===== src/rtl/planar_pred_pkg.sv =====
// Package: shared defaults for the planar predictor.
// Assumes: the block edge is a power of two and samples are unsigned.
package planar_pred_pkg;
    localparam int PP_SAMPLE_W = 8;   // bits per reference and predicted sample
    localparam int PP_LOG2_N   = 4;   // log2 of the block edge (16)
endpackage


===== src/rtl/pp_blend.sv =====
// Module: pp_blend
// Combinational planar blend for one position. It selects the left
// neighbour of the row and the top neighbour of the column, weights both
// against the corner samples, adds the rounding offset and shifts.
// Assumes: the references are stable while col/row are used. Since the
// weights sum to the block edge, the result fits SAMPLE_W bits unclipped.
module pp_blend #(
    parameter int SAMPLE_W = 8,
    parameter int LOG2_N   = 4
) (
    input  logic [(SAMPLE_W<<LOG2_N)-1:0] left_bus,
    input  logic [(SAMPLE_W<<LOG2_N)-1:0] top_bus,
    input  logic [SAMPLE_W-1:0]           corner_tr,
    input  logic [SAMPLE_W-1:0]           corner_bl,
    input  logic [LOG2_N-1:0]             col,
    input  logic [LOG2_N-1:0]             row,
    output logic [SAMPLE_W-1:0]           sample
);
    localparam int N     = 1 << LOG2_N;
    localparam int WT_W  = LOG2_N + 1;
    localparam int ACC_W = SAMPLE_W + LOG2_N + 2;

    logic [SAMPLE_W-1:0] left_arr [N];
    logic [SAMPLE_W-1:0] top_arr  [N];

    // Unpack the flat neighbour buses into indexed arrays.
    for (genvar g = 0; g < N; g++) begin : g_unpack
        assign left_arr[g] = left_bus[g*SAMPLE_W +: SAMPLE_W];
        assign top_arr[g]  = top_bus[g*SAMPLE_W +: SAMPLE_W];
    end

    logic [WT_W-1:0]  w_left, w_tr, w_top, w_bl;
    logic [ACC_W-1:0] horiz, vert, total;

    // Ramp weights, the two weighted sums, rounding and normalisation.
    always_comb begin
        w_left = WT_W'(N - 1) - {1'b0, col};
        w_tr   = {1'b0, col} + WT_W'(1);
        w_top  = WT_W'(N - 1) - {1'b0, row};
        w_bl   = {1'b0, row} + WT_W'(1);
        horiz  = ACC_W'(w_left) * ACC_W'(left_arr[row])
               + ACC_W'(w_tr)   * ACC_W'(corner_tr);
        vert   = ACC_W'(w_top)  * ACC_W'(top_arr[col])
               + ACC_W'(w_bl)   * ACC_W'(corner_bl);
        total  = horiz + vert + ACC_W'(N);
        sample = SAMPLE_W'(total >> (LOG2_N + 1));
    end
endmodule


===== src/rtl/pp_ref_store.sv =====
// Module: pp_ref_store
// Holds the neighbour samples and corners captured on an accepted start.
// Assumes: load is asserted only when the scan controller accepts a start.
// The data registers have no reset because nothing reads them before a load.
module pp_ref_store #(
    parameter int SAMPLE_W = 8,
    parameter int LOG2_N   = 4
) (
    input  logic                          clk,
    input  logic                          load,
    input  logic [(SAMPLE_W<<LOG2_N)-1:0] left_in,
    input  logic [(SAMPLE_W<<LOG2_N)-1:0] top_in,
    input  logic [SAMPLE_W-1:0]           tr_in,
    input  logic [SAMPLE_W-1:0]           bl_in,
    output logic [(SAMPLE_W<<LOG2_N)-1:0] left_q,
    output logic [(SAMPLE_W<<LOG2_N)-1:0] top_q,
    output logic [SAMPLE_W-1:0]           tr_q,
    output logic [SAMPLE_W-1:0]           bl_q
);
    // Capture all references together when a block is accepted.
    always_ff @(posedge clk) begin
        if (load) begin
            left_q <= left_in;
            top_q  <= top_in;
            tr_q   <= tr_in;
            bl_q   <= bl_in;
        end
    end
endmodule


===== src/rtl/pp_scan_ctrl.sv =====
// Module: pp_scan_ctrl
// Raster position generator. It advances the column every cycle, and on
// the column wrap it advances the row. It accepts a start when idle or
// on the final position, which lets blocks run back to back.
// Assumes: synchronous active-low reset.
module pp_scan_ctrl #(
    parameter int LOG2_N = 4
) (
    input  logic              clk,
    input  logic              rst_n,
    input  logic              start,
    output logic              accept,
    output logic              busy,
    output logic [LOG2_N-1:0] col,
    output logic [LOG2_N-1:0] row
);
    localparam logic [LOG2_N-1:0] LAST = '1;

    logic at_last;

    // Detect the final position and decide whether a start is taken.
    always_comb begin
        at_last = busy && (col == LAST) && (row == LAST);
        accept  = start && (!busy || at_last);
    end

    // Step the position counters through the block.
    always_ff @(posedge clk) begin
        if (!rst_n) begin
            busy <= 1'b0;
            col  <= '0;
            row  <= '0;
        end else if (accept) begin
            busy <= 1'b1;
            col  <= '0;
            row  <= '0;
        end else if (busy) begin
            if (at_last) begin
                busy <= 1'b0;
            end else if (col == LAST) begin
                col <= '0;
                row <= row + 1'b1;
            end else begin
                col <= col + 1'b1;
            end
        end
    end
endmodule


===== src/rtl/planar_pred16.sv =====
// Module: planar_pred16 (top)
// Streams the planar prediction of one block, one sample per clock.
// Scan counters and captured references feed a combinational blend. One
// output register stage then aligns the sample, position, valid and
// done so they all change on the same edge.
// Assumes: references are valid on the cycle start is high.
module planar_pred16
    import planar_pred_pkg::*;
#(
    parameter int SAMPLE_W = PP_SAMPLE_W,
    parameter int LOG2_N   = PP_LOG2_N
) (
    input  logic                          clk,
    input  logic                          rst_n,
    input  logic                          start,
    input  logic [(SAMPLE_W<<LOG2_N)-1:0] ref_left,
    input  logic [(SAMPLE_W<<LOG2_N)-1:0] ref_top,
    input  logic [SAMPLE_W-1:0]           ref_top_right,
    input  logic [SAMPLE_W-1:0]           ref_bot_left,
    output logic [SAMPLE_W-1:0]           pred_sample,
    output logic [LOG2_N-1:0]             pred_col,
    output logic [LOG2_N-1:0]             pred_row,
    output logic                          pred_valid,
    output logic                          block_done
);
    localparam int BUS_W = SAMPLE_W << LOG2_N;
    localparam logic [LOG2_N-1:0] LAST = '1;

    logic                accept, busy;
    logic [LOG2_N-1:0]   scan_col, scan_row;
    logic [BUS_W-1:0]    left_q, top_q;
    logic [SAMPLE_W-1:0] tr_q, bl_q, blend_out;

    pp_scan_ctrl #(.LOG2_N(LOG2_N)) scan_i (
        .clk(clk), .rst_n(rst_n), .start(start),
        .accept(accept), .busy(busy), .col(scan_col), .row(scan_row)
    );

    pp_ref_store #(.SAMPLE_W(SAMPLE_W), .LOG2_N(LOG2_N)) refs_i (
        .clk(clk), .load(accept),
        .left_in(ref_left), .top_in(ref_top),
        .tr_in(ref_top_right), .bl_in(ref_bot_left),
        .left_q(left_q), .top_q(top_q), .tr_q(tr_q), .bl_q(bl_q)
    );

    pp_blend #(.SAMPLE_W(SAMPLE_W), .LOG2_N(LOG2_N)) blend_i (
        .left_bus(left_q), .top_bus(top_q),
        .corner_tr(tr_q), .corner_bl(bl_q),
        .col(scan_col), .row(scan_row), .sample(blend_out)
    );

    // Output stage: register the sample with its position, valid and done.
    always_ff @(posedge clk) begin
        if (!rst_n) begin
            pred_sample <= '0;
            pred_col    <= '0;
            pred_row    <= '0;
            pred_valid  <= 1'b0;
            block_done  <= 1'b0;
        end else begin
            pred_sample <= blend_out;
            pred_col    <= scan_col;
            pred_row    <= scan_row;
            pred_valid  <= busy;
            block_done  <= pred_valid && (pred_col == LAST) && (pred_row == LAST);
        end
    end
endmodule


===== config.mk =====
export PLATFORM = sky130hd
export DESIGN_NAME = planar_pred16
export DESIGN_NICKNAME = d
export VERILOG_FILES = /design/src/rtl/planar_pred_pkg.sv /design/src/rtl/pp_blend.sv /design/src/rtl/pp_ref_store.sv /design/src/rtl/pp_scan_ctrl.sv /design/src/rtl/planar_pred16.sv
export SDC_FILE = /design/constraint.sdc
export NUM_CORES = 1
export LEC_CHECK = 0
export BUFFER_PORTS_ARGS = -buffer_cell sky130_fd_sc_hd__buf_2
export CAP_MARGIN = 10
export CORE_ASPECT_RATIO = 2
export CORE_UTILIZATION = 51
export DETAILED_ROUTE_END_ITERATION = 8
export PLACE_DENSITY = 0.85
export SKIP_CTS_REPAIR_TIMING = 1
export SLEW_MARGIN = 5
export SYNTH_ARGS = -nofsm -noshare
export SYNTH_HDL_FRONTEND = slang
export SYNTH_SLANG_ARGS = --single-unit

===== constraint.sdc =====
create_clock -name clk -period 7.3 [get_ports clk]
set_input_delay 0.73 -clock clk [delete_from_list [all_inputs] [get_ports clk]]
set_output_delay 0.73 -clock clk [all_outputs]
set_load 0.005 [all_outputs]

==> results of run 1 <==
-- state kept, by name, indices dropped and copies added (netlist names), 4 cells and up --
| register | count |
|---|---|
| pred_col | 4 |
| pred_row | 4 |
| pred_sample | 8 |
| refs_i.bl_q | 8 |
| refs_i.left_q | 128 |
| refs_i.top_q | 128 |
| refs_i.tr_q | 8 |
| scan_i.col | 4 |
| scan_i.row | 4 |
-- cell usage in the layout (no fill, tap or decap), types with 5 or more instances in the layout --
master / n
mux2i_1: 5
nor3_1: 5
and2_1: 43
buf_2: 292
mux4_2: 77
edfxtp_1: 272
dfxtp_1: 23
nor2_1: 22
nand2_1: 39
xor2_1: 10
clkbuf_1: 5
fa_1: 121
inv_1: 162
diode_2: 11
clkbuf_16: 26
xnor2_1: 10
buf_4: 44
nor2b_1: 53
ha_1: 58
nand2b_1: 30
nand3_1: 6
a21oi_1: 5
-- through the flow --
| stage | hold slack [ns] | cell area [um2] | util | std cells | setup WS (ns) |
|---|---|---|---|---|---|
| global route | 0.333 | 19100 | 0.619 | 1797 | 0.0114 |
| global placement | 0.439 | 18200 | 0.590 | 1737 | 0.293 |
| finish | 0.354 | 19100 | 0.619 | 1797 | 0.249 |
| detailed placement | 0.447 | 18200 | 0.590 | 1737 | 0.0960 |
| CTS | 0.332 | 19000 | 0.615 | 1781 | 0.121 |
| floorplan | 0.438 | 16000 | - | 1020 | 0.209 |
-- critical path, delay by kind of cell (launching register included) --
kind	cells	cell delay, ns
AOI/OAI and AO/OA	3	0.55
xor gates and xnor gates	1	0.16
adders and majority gates	8	3.83
buffers and inverters	6	0.53
DFF	1	0.40
muxes	2	1.04
and+or+nand+nor	3	0.47
-- layer usage --
layer  up-vias  GRT usage
li1       4201          -
met1      4760      0.230
met2       387      0.486
met3       128     0.0288
met4         0      0.140
met5         -          0
-- power groups by stage --
stage,Combinational [mW],Clock (mW),Sequential (mW)
2_1_floorplan,2.74,0,2.09
3_3_place_gp,3.88,0,2.10
3_5_place_dp,4.04,0,2.10
4_1_cts,4.07,1.31,2.07
5_1_grt,4.65,1.36,2.07
6_report,4.18,1.29,2.06
-- final cells by class --
type | count | area [um2] | share of cell area
Tap cell | 418 | 523 | 0.0274
Timing Repair Buffer | 342 | 1910 | 0.100
Sequential cell | 299 | 8720 | 0.457
Clock buffer | 30 | 644 | 0.0338
Antenna cell | 11 | 27.5 | 0.00144
Multi-Input combinational cell | 520 | 6530 | 0.342
Clock inverter | 14 | 130 | 0.00682
Inverter | 163 | 612 | 0.0321
-- worst max-delay path by stage --
stage	end	depth (start not counted)
global route	pred_sample[7]	23
finish	pred_sample[7]	23
CTS	pred_sample[5]	23
floorplan	pred_sample[5]	23
detailed placement	pred_sample[5]	23
global placement	pred_sample[5]	23
-- kinds of logic (layout without fill, tap and decap cells) --
kind of cell | after synthesis | in the layout | share of synthesized area
DFF | 299 | 299 | 0.544
and+or+nand+nor | 209 | 209 | 0.0719
buffers and inverters | 201 | 549 | 0.0486
adders and majority gates | 180 | 180 | 0.197
muxes | 86 | 86 | 0.116
AOI/OAI and AO/OA | 25 | 25 | 0.0105
xor gates and xnor gates | 20 | 20 | 0.0109
other | 0 | 11 | 0
==> metrics.csv, run 1 <==
stage,metric,value,unit
status,outcome,completed,
grt,grt.overflow.total,0,
placed_design,dp.final_hpwl,30400,um
routing,wl_met2,22600,um
sta,setup_violations,0,
worst_setup_path,timing.rr.start,scan_i.col[0],
logic_synthesis,avgSynthCellArea,15.7,um2
floorplan,fp.dieArea,0.0321,mm2
worst_setup_path,slowest_delay,0.57,ns
logic_synthesis,synthesis.nets,1474,
routing,wl_met3,1590,um
sta,fin_crit_sh,0.966,
pwr,ir_worst_vdd,0.683,mV
logic_synthesis,netlist.top_cell.by_area,edfxtp_1,
routing,via_count,9476,
routing,wl_per_cell,21.1,um
logic_synthesis,ys_dominant_reg_cell,edfxtp_1,
floorplan,core_area,0.0309,mm2
sta,max-slew-margin-rel,0.391,
logic_synthesis,ys_seq_area_frac,0.544,
routing,viasPerCell,5.27,
pwr,power_density,395,mW/mm2
min_path,hp-start,ref_top_right[1],
pwr,p_leak,7.83,nW
min_path,hold_path_depth,1,
sta,finalClockSkew,0.0355,ns
logic_synthesis,yosysWarningCount,0,
worst_setup_path,cp-startpoint,scan_i.col[0],
logic_synthesis,synth_top_area_frac,0.511,
pwr,p_comb_frac,0.555,
logic_synthesis,synth_edf_count,272,
logic_synthesis,synth_cell_type_count,43,
floorplan,io-pin-count,293,
placed_design,routabilityCongestion,0.857,
clocking,numCtsBuffers,25,
placed_design,port_buffers,292,
floorplan,row_count,91,
logic_synthesis,ys_seq_elements,299,
logic_synthesis,synthTopCellsByCount,"272 x edfxtp_1, 162 x inv_1, 121 x fa_1",
floorplan,start_util,0.518,
clocking,cts.sinks,299,
routing,drt-initial-drc-count,470,
sta,worst_pin_slew,0.914,ns
sta,rsz0062_at_grt,false,
worst_setup_path,cp.arrival,7.50,ns
worst_setup_path,crit_path_top_delay_cell,fa_1,
worst_setup_path,required,7.75,ns
routing,dr.pass1.iters,5,
logic_synthesis,synthArstFlopShare,0,
worst_setup_path,r2r_cells,23,
sta,hold_viol,0,
pwr,swShare,0.372,
grt,antenna_found_initial,11,
floorplan,die_height,252,um
worst_setup_path,critPathMaxFanout,8,
worst_setup_path,critical_path.endpoint_type,flip-flop,
routing,drc_errors,0,
logic_synthesis,synth.most_common_cell,edfxtp_1,
clocking,htree_levels,1,
layout,area_growth_syn_to_layout,19.3,%
pwr,p_seq_frac,0.274,
logic_synthesis,syn_area,0.0160,mm2
pwr,p_switching,2.80,mW
pwr,internal-power,4.74,mW
grt,grt_pass1_vias,10800,
worst_setup_path,path_cells,buf_12 > mux4_2 > mux4_2 > nor2b_1 > fa_1 > inv_1 > fa_1 > fa_1 > inv_1 > fa_1 > fa_1 > fa_1 > inv_1 > fa_1 > inv_1 > ha_1 > a21oi_2 > nand2b_1 > a311oi_2 > buf_4 > a31oi_1 > xnor2_1 > and2_1,
sta,tns,0,ns
clocking,insertion_delay,0.55,ns
layout,fillers,2199,
worst_setup_path,start_kind,flip-flop,
layout,drive_gt1_frac,0.342,
worst_setup_path,critical-path-top-cell-by-count,fa_1,
layout,nNetsFinal,1805,
logic_synthesis,syn-instance-count,1020,
worst_setup_path,crit_type,reg -> reg,
routing,routed_wl,37900,um
routing,drt-met1-wl,11300,um
pwr,clockPowerShare,0.171,
sta,clock.fmax,0.142,GHz
grt,grt_pass1_wl,56900,um
min_path,worst_hold_path_type,in -> reg,
clocking,clkTransAtPathRegs,0.08,ns
routing,ant_nets,0,
worst_setup_path,reg2reg_to,pred_sample[7],
sta,slew_viol_final,0,
logic_synthesis,ys_top_cells_by_area,"edfxtp_1 51%, fa_1 15%, mux4_2 11%",
clocking,cts-root-buf,clkbuf_16,
floorplan,die_w,127,um
clocking,cts_tree,done,
routing,highest_layer,met4,
flow_run,drv_cap,0,
pwr,finalPower,7.54,mW
clocking,clk_path_buf_depth,3,
min_path,hold_end,refs_i.tr_q[1],
sta,min_period,7.05,ns
worst_setup_path,regToRegSetupSlack,0.25,ns
grt,grt_max_degree,180,
grt,grt_usage,0.243,
Power figures use the tool's default switching activity.
==> run 2: changes to the inputs <==
--- a/config.mk
+++ b/config.mk
@@ -7,10 +7,12 @@
 export LEC_CHECK = 0
 export BUFFER_PORTS_ARGS = -buffer_cell sky130_fd_sc_hd__buf_2
 export CAP_MARGIN = 10
+export CELL_PAD_IN_SITES_DETAIL_PLACEMENT = 1
+export CELL_PAD_IN_SITES_GLOBAL_PLACEMENT = 1
 export CORE_ASPECT_RATIO = 2
-export CORE_UTILIZATION = 51
+export CORE_UTILIZATION = 47
 export DETAILED_ROUTE_END_ITERATION = 8
-export PLACE_DENSITY = 0.85
+export PLACE_DENSITY = 0.89
 export SKIP_CTS_REPAIR_TIMING = 1
 export SLEW_MARGIN = 5
 export SYNTH_ARGS = -nofsm -noshare
==> constraint.sdc (replaced) <==
create_clock -name clk -period 7.2 [get_ports clk]
set_input_delay 0.72 -clock clk [delete_from_list [all_inputs] [get_ports clk]]
set_output_delay 0.72 -clock clk [all_outputs]
set_load 0.005 [all_outputs]
==> run 2 against run 1 <==
Die area up 8.4%. Final cell count increased by 1.1%. Fmax fell by 0.46%. Clock-buffer cell count fell by 2. Via count up 3.0%. Utilization decreased by 4.2 points. Largest power group unchanged.
==> metrics.csv, run 2 (synthesized netlist as in run 1, its figures left out) <==
stage,metric,value,unit,change
clocking,clkTransAtPathRegs,0.07,ns,was 0.08 ns
clocking,clk_path_buf_depth,3,,unchanged
sta,setup_ws,0.116,ns,was 0.249 ns
routing,drc_errors,0,,unchanged
worst_setup_path,path_cells,clkbuf_16 > mux4_2 > mux4_2 > nor2b_4 > fa_1 > inv_1 > fa_1 > fa_1 > inv_1 > fa_1 > fa_1 > fa_1 > inv_1 > fa_1 > inv_1 > ha_4 > a21oi_2 > nand2b_1 > a311oi_2 > a211oi_2 > buf_4 > nor3_2 > and3b_1,,was buf_12 > mux4_2 > mux4_2 > nor2b_1 > fa_1 > inv_1 > fa_1 > fa_1 > inv_1 > fa_1 > fa_1 > fa_1 > inv_1 > fa_1 > inv_1 > ha_1 > a21oi_2 > nand2b_1 > a311oi_2 > buf_4 > a31oi_1 > xnor2_1 > and2_1
placed_design,dp.final_hpwl,34000,um,was 30400 um
sta,min_period,7.08,ns,was 7.05 ns
layout,reg_top3,"refs_i.left_q: 128 flops, refs_i.top_q: 128 flops",,unchanged
grt,grt_pass1_wl,64700,um,was 56900 um
grt,grt_usage,0.253,,was 0.243
placed_design,place_inst,1747,,was 1737
pwr,finalPower,8.10,mW,was 7.54 mW
clocking,cts.sinks,299,,unchanged
floorplan,core_area,0.0335,mm2,was 0.0309 mm2
routing,wl_per_cell,24.6,um,was 21.1 um
layout,fillers,3286,,was 2199
routing,dr.pass1.iters,5,,unchanged
worst_setup_path,path_delay_family,adder cells,,unchanged
floorplan,fp.dieArea,0.0348,mm2,was 0.0321 mm2
floorplan,row_count,95,,was 91
routing,viasPerCell,5.37,,was 5.27
worst_setup_path,critical-path-top-cell-by-count,fa_1,,unchanged
layout,drive_gt1_frac,0.351,,was 0.342
sta,tns,0,ns,unchanged
layout,nNetsFinal,1804,,was 1805
status,outcome,completed,,unchanged
sta,slew_viol_final,0,,unchanged
sta,fin_crit_sh,0.984,,was 0.966
routing,routed_wl,44700,um,was 37900 um
worst_setup_path,critPathMaxFanout,6,,was 8
sta,worst_pin_slew,1.01,ns,was 0.914 ns
worst_setup_path,required,7.64,ns,was 7.75 ns
floorplan,die_height,263,um,was 252 um
sta,setup_violations,0,,unchanged
worst_setup_path,cp-startpoint,scan_i.col[0],,unchanged
layout,stdcell_area,0.0193,mm2,was 0.0191 mm2
placed_design,routabilityCongestion,0.835,,was 0.857
routing,via_count,9756,,was 9476
clocking,cts-root-buf,clkbuf_16,,unchanged
floorplan,io-pin-count,293,,unchanged
worst_setup_path,slowest_delay,0.56,ns,was 0.57 ns
sta,clock.fmax,0.141,GHz,was 0.142 GHz
flow_run,drv_cap,0,,unchanged
worst_setup_path,start_kind,flip-flop,,unchanged
worst_setup_path,crit_path_top_delay_cell,fa_1,,unchanged
min_path,hold_path_depth,1,,unchanged
worst_setup_path,r2r_cells,23,,unchanged
layout,final_cell_mix,"292 x buf_2, 272 x edfxtp_1, 161 x inv_1",,"was 292 x buf_2, 272 x edfxtp_1, 162 x inv_1"
worst_setup_path,cp.arrival,7.52,ns,was 7.50 ns
placed_design,post_dp_cell_area,0.0182,mm2,unchanged
clocking,insertion_delay,0.55,ns,about the same
placed_design,port_buffers,292,,unchanged
layout,final_common_cell,buf_2,,unchanged
min_path,worst_hold_path_type,in -> reg,,unchanged
routing,drt-initial-drc-count,605,,was 470
routing,ant_nets,0,,unchanged
min_path,hp-start,ref_left[72],,was ref_top_right[1]
layout,area_growth_syn_to_layout,20.8,%,was 19.3%
grt,antenna_found_initial,14,,was 11
pwr,p_leak,7.88,nW,was 7.83 nW
layout,final_util,0.576,,was 0.619
worst_setup_path,reg2reg_to,pred_sample[5],,was pred_sample[7]
worst_setup_path,critical_path.endpoint_type,flip-flop,,unchanged
sta,finalClockSkew,0.0117,ns,was 0.0355 ns
grt,grt_pass1_vias,11400,,was 10.8k
floorplan,start_util,0.477,,was 0.518
grt,grt.overflow.total,0,,unchanged
floorplan,die_w,132,um,was 127 um
min_path,hold_end,refs_i.left_q[72],,was refs_i.tr_q[1]
sta,hold_slack,0.347,ns,was 0.354 ns
placed_design,place_ws,-0.0822,ns,was 0.0960 ns
worst_setup_path,crit_type,reg -> reg,,unchanged
worst_setup_path,timing.rr.start,scan_i.col[0],,unchanged
sta,max-slew-margin-rel,0.329,,was 0.391
clocking,numCtsBuffers,26,,was 25
sta,rsz0062_at_grt,true,,was false
pwr,power_density,419,mW/mm2,was 395 mW/mm2
sta,hold_viol,0,,unchanged
pwr,ir_worst_vdd,0.615,mV,was 0.683 mV
layout,layout.cells.non_filler,1817,,was 1797
clocking,cts_tree,done,,unchanged
grt,grt_max_degree,167,,was 180
worst_setup_path,regToRegSetupSlack,0.12,ns,was 0.25 ns
clocking,htree_levels,1,,unchanged
worst_setup_path,cp_num_buf_inv,6,,unchanged
## run 2: worst reg2reg max path: stages, from the launching register on
cell	delay, ns
dfxtp_4	0.43
clkbuf_16	0.19
mux4_2	0.51
mux4_2	0.55
nor2b_4	0.16
fa_1	0.54
inv_1	0.07
fa_1	0.51
fa_1	0.52
inv_1	0.06
fa_1	0.56
fa_1	0.46
fa_1	0.54
inv_1	0.06
fa_1	0.47
inv_1	0.06
ha_4	0.22
a21oi_2	0.15
nand2b_1	0.08
a311oi_2	0.26
a211oi_2	0.13
buf_4	0.16
nor3_2	0.12
and3b_1	0.19
## run 2: how the worst max path moves through the flow
stage / end / depth (start not counted) / slack (ns)
floorplan: pred_sample[5] / 23 / 0.11
global placement: pred_sample[5] / 23 / 0.14
detailed placement: pred_sample[5] / 23 / -0.08
CTS: pred_sample[5] / 23 / -0.12
global route: pred_sample[6] / 23 / -0.14
finish: pred_sample[5] / 23 / 0.12
## run 2: metal layers
layer | wire length, um | vias to the layer above | global-route usage
met5 | 0 | - | 0
met4 | 2280 | 0 | 0.137
met3 | 1470 | 119 | 0.0268
met2 | 26700 | 349 | 0.506
met1 | 14200 | 5092 | 0.246
li1 | - | 4196 | -
## run 2: final cells by class
| type | instances | area, um2 | share of cell area |
|---|---|---|---|
| repair buffers | 340 | 1980 | 0.102 |
| inverters | 163 | 612 | 0.0317 |
| diodes | 16 | 40.0 | 0.00207 |
| clock inverters | 15 | 160 | 0.00829 |
| flip-flops and latches | 299 | 8720 | 0.451 |
| multi-input cells | 520 | 6590 | 0.341 |
| well taps | 436 | 546 | 0.0282 |
| clock buffers | 28 | 679 | 0.0352 |
## run 2: report_power, final
| group | switching [mW] | internal, mW |
|---|---|---|
| Combinational | 2.44 | 2.15 |
| Sequential | 0.0441 | 2.05 |
| Clock | 0.625 | 0.788 |
| Total | 3.11 | 4.99 |
==> run 3: changes to the inputs <==
--- a/config.mk
+++ b/config.mk
@@ -12,7 +12,7 @@
 export CORE_ASPECT_RATIO = 2
 export CORE_UTILIZATION = 47
 export DETAILED_ROUTE_END_ITERATION = 8
-export PLACE_DENSITY = 0.89
+export PLACE_DENSITY = 0.79
 export SKIP_CTS_REPAIR_TIMING = 1
 export SLEW_MARGIN = 5
 export SYNTH_ARGS = -nofsm -noshare
==> run 3 against run 2 <==
Critical path depth decreased by 2. Clock skew increased by 0.0031 ns. Final cell count decreased by 0.11%. Via count decreased by 1.1%.
==> metrics.csv, run 3 (synthesized netlist as in run 1, its figures left out) <==
stage,metric,value,unit,change
placed_design,port_buffers,292,,unchanged
layout,drive_gt1_frac,0.345,,was 0.351
sta,finalClockSkew,0.0148,ns,was 0.0117 ns
min_path,hold_path_depth,1,,unchanged
grt,met2_usage,0.517,,was 0.506
sta,worst_pin_slew,0.919,ns,was 1.01 ns
pwr,internal-power,5.01,mW,was 4.99 mW
placed_design,place_inst,1747,,unchanged
layout,layout.cells.non_filler,1815,,was 1817
placed_design,dp.final_hpwl,34300,um,was 34000 um
routing,wl_per_cell,24.6,um,about the same
floorplan,fp.dieArea,0.0348,mm2,unchanged
grt,grt.overflow.total,0,,unchanged
floorplan,start_util,0.477,,unchanged
pwr,power_density,427,mW/mm2,was 419 mW/mm2
layout,multi_input_area,0.00658,mm2,was 0.00659 mm2
routing,viasPerCell,5.31,,was 5.37
floorplan,die_height,263,um,unchanged
worst_setup_path,critical-path-top-cell-by-count,fa_1,,unchanged
placed_design,routabilityCongestion,0.824,,was 0.835
grt,use_met1,0.234,,was 0.246
sta,fin_crit_sh,0.976,,was 0.984
clocking,cts.sinks,299,,unchanged
worst_setup_path,crit_path_top_delay_cell,fa_1,,unchanged
routing,via_count,9646,,was 9756
pwr,swShare,0.393,,was 0.384
routing,dr.pass1.iters,4,,was 5
layout,final_cell_mix,"292 x buf_2, 272 x edfxtp_1, 162 x inv_1",,"was 292 x buf_2, 272 x edfxtp_1, 161 x inv_1"
grt,grt_pass1_wl,64800,um,was 64700 um
worst_setup_path,start_kind,flip-flop,,unchanged
sta,max-slew-margin-rel,0.387,,was 0.329
floorplan,io-pin-count,293,,unchanged
grt,grt_usage,0.255,,was 0.253
worst_setup_path,slowest_delay,0.58,ns,was 0.56 ns
pwr,p_leak,7.89,nW,was 7.88 nW
layout,reg_top3,"refs_i.left_q: 128 flops, refs_i.top_q: 128 flops",,unchanged
worst_setup_path,cp.arrival,7.49,ns,was 7.52 ns
sta,hold_viol,0,,unchanged
flow_run,drv_cap,0,,unchanged
grt,gr-usage-met3,0.0291,,was 0.0268
layout,final-seq-area,0.00872,mm2,about the same
pwr,p_comb_frac,0.557,,was 0.567
placed_design,place_ws,-0.136,ns,was -0.0822 ns
sta,slew_viol_final,0,,unchanged
routing,ant_nets,0,,unchanged
worst_setup_path,path_cells,buf_12 > mux4_2 > mux4_2 > nand2b_1 > fa_1 > fa_1 > inv_1 > fa_1 > fa_1 > fa_1 > fa_1 > inv_1 > fa_1 > inv_1 > ha_1 > nand4b_1 > nor3_2 > nand4_2 > a211oi_4 > mux2i_1 > nand2_1,,was clkbuf_16 > mux4_2 > mux4_2 > nor2b_4 > fa_1 > inv_1 > fa_1 > fa_1 > inv_1 > fa_1 > fa_1 > fa_1 > inv_1 > fa_1 > inv_1 > ha_4 > a21oi_2 > nand2b_1 > a311oi_2 > a211oi_2 > buf_4 > nor3_2 > and3b_1
floorplan,core_area,0.0335,mm2,unchanged
sta,min_period,7.03,ns,was 7.08 ns
sta,setup_violations,0,,unchanged
worst_setup_path,required,7.66,ns,was 7.64 ns
routing,drc_errors,0,,unchanged
grt,grt_pass1_vias,11400,,about the same
worst_setup_path,critical_path.endpoint_type,flip-flop,,unchanged
routing,routed_wl,44600,um,was 44700 um
worst_setup_path,crit_type,reg -> reg,,unchanged
floorplan,die_w,132,um,unchanged
clocking,htree_levels,1,,unchanged
clocking,cts-root-buf,clkbuf_16,,unchanged
pwr,finalPower,8.26,mW,was 8.10 mW
sta,hold_slack,0.326,ns,was 0.347 ns
routing,drt-initial-drc-count,480,,was 605
layout,area_growth_syn_to_layout,21.0,%,was 20.8%
pwr,clockPowerShare,0.189,,was 0.174
clocking,insertion_delay,0.56,ns,was 0.55 ns
min_path,worst_hold_path_type,in -> reg,,unchanged
layout,final_util,0.577,,was 0.576
clocking,clkTransAtPathRegs,0.08,ns,was 0.07 ns
clocking,numCtsBuffers,26,,unchanged
pwr,p_switching,3.25,mW,was 3.11 mW
worst_setup_path,critPathMaxFanout,5,,was 6
worst_setup_path,r2r_cells,21,,was 23
grt,antenna_found_initial,13,,was 14
pwr,p_seq_frac,0.254,,was 0.259
layout,nNetsFinal,1799,,was 1804
layout,fillers,3324,,was 3286
layout,final_common_cell,buf_2,,unchanged
clocking,cts_tree,done,,unchanged
floorplan,row_count,95,,unchanged
clocking,clk_path_buf_depth,3,,unchanged
status,outcome,completed,,unchanged
grt,top_usage_layer,met2,,unchanged
grt,grt_max_degree,148,,was 167
pwr,ir_worst_vdd,0.765,mV,was 0.615 mV
sta,setup_ws,0.174,ns,was 0.116 ns
sta,clock.fmax,0.142,GHz,was 0.141 GHz
[run 3: changes by cell type in the layout (fill, tap and decap cells not counted), sizes merged]
cell | previous run | this run
buf | 339 | 334
bufinv | 3 | 6
clkbuf | 29 | 31
clkinv | 10 | 8
clkinvlp | 1 | 2
diode | 16 | 15
[run 3: area by class of cell]
type,count,area share
multi-input combinational,520,0.340
clock inverter,17,0.0126
inverter,163,0.0316
timing repair buffer,335,0.0996
tap,436,0.0282
clock buffer,30,0.0355
sequential,299,0.451
antenna,15,0.00194
[run 3: stage by stage]
stage               cell area (um2)  setup TNS (ns)
detailed placement            18200          -0.267
CTS                           19100          -0.261
global placement              18200               0
finish                        19400               0
floorplan                     16000               0
global route                  19400          -0.137
[run 3: critical path: cells and delay by family, from the launching register on]
kind,cells,cell delay [ns]
adder cells (fa/ha/maj),8,3.78
multiplexers,3,1.35
AND/OR/NAND/NOR,5,0.73
flip-flops,1,0.42
AO/OA/AOI/OAI,1,0.34
buffers and inverters,4,0.30
[run 3: layer usage]
metal / vias up / share of wire
met5: - / 0
met4: 0 / 0.059
met3: 129 / 0.034
met2: 331 / 0.60
met1: 4990 / 0.30
li1: 4196 / -
[run 3: power by group through the flow]
stage | clock [mW] | combinational (mW) | sequential [mW]
2_1_floorplan | 0 | 2.78 | 2.12
3_3_place_gp | 0 | 3.86 | 2.12
3_5_place_dp | 0 | 4.04 | 2.13
4_1_cts | 1.58 | 4.06 | 2.10
5_1_grt | 1.63 | 5.04 | 2.11
6_report | 1.57 | 4.60 | 2.10
[run 3: final timing paths]
| path | from | endpoint | slack [ns] |
|---|---|---|---|
| max | scan_i.col[0] | pred_sample[6] | 0.17 |
| min | ref_bot_left[3] | refs_i.bl_q[3] | 0.33 |
| max reg2reg | scan_i.col[0] | pred_sample[6] | 0.17 |
| min reg2reg | pred_row[2] | block_done | 0.46 |
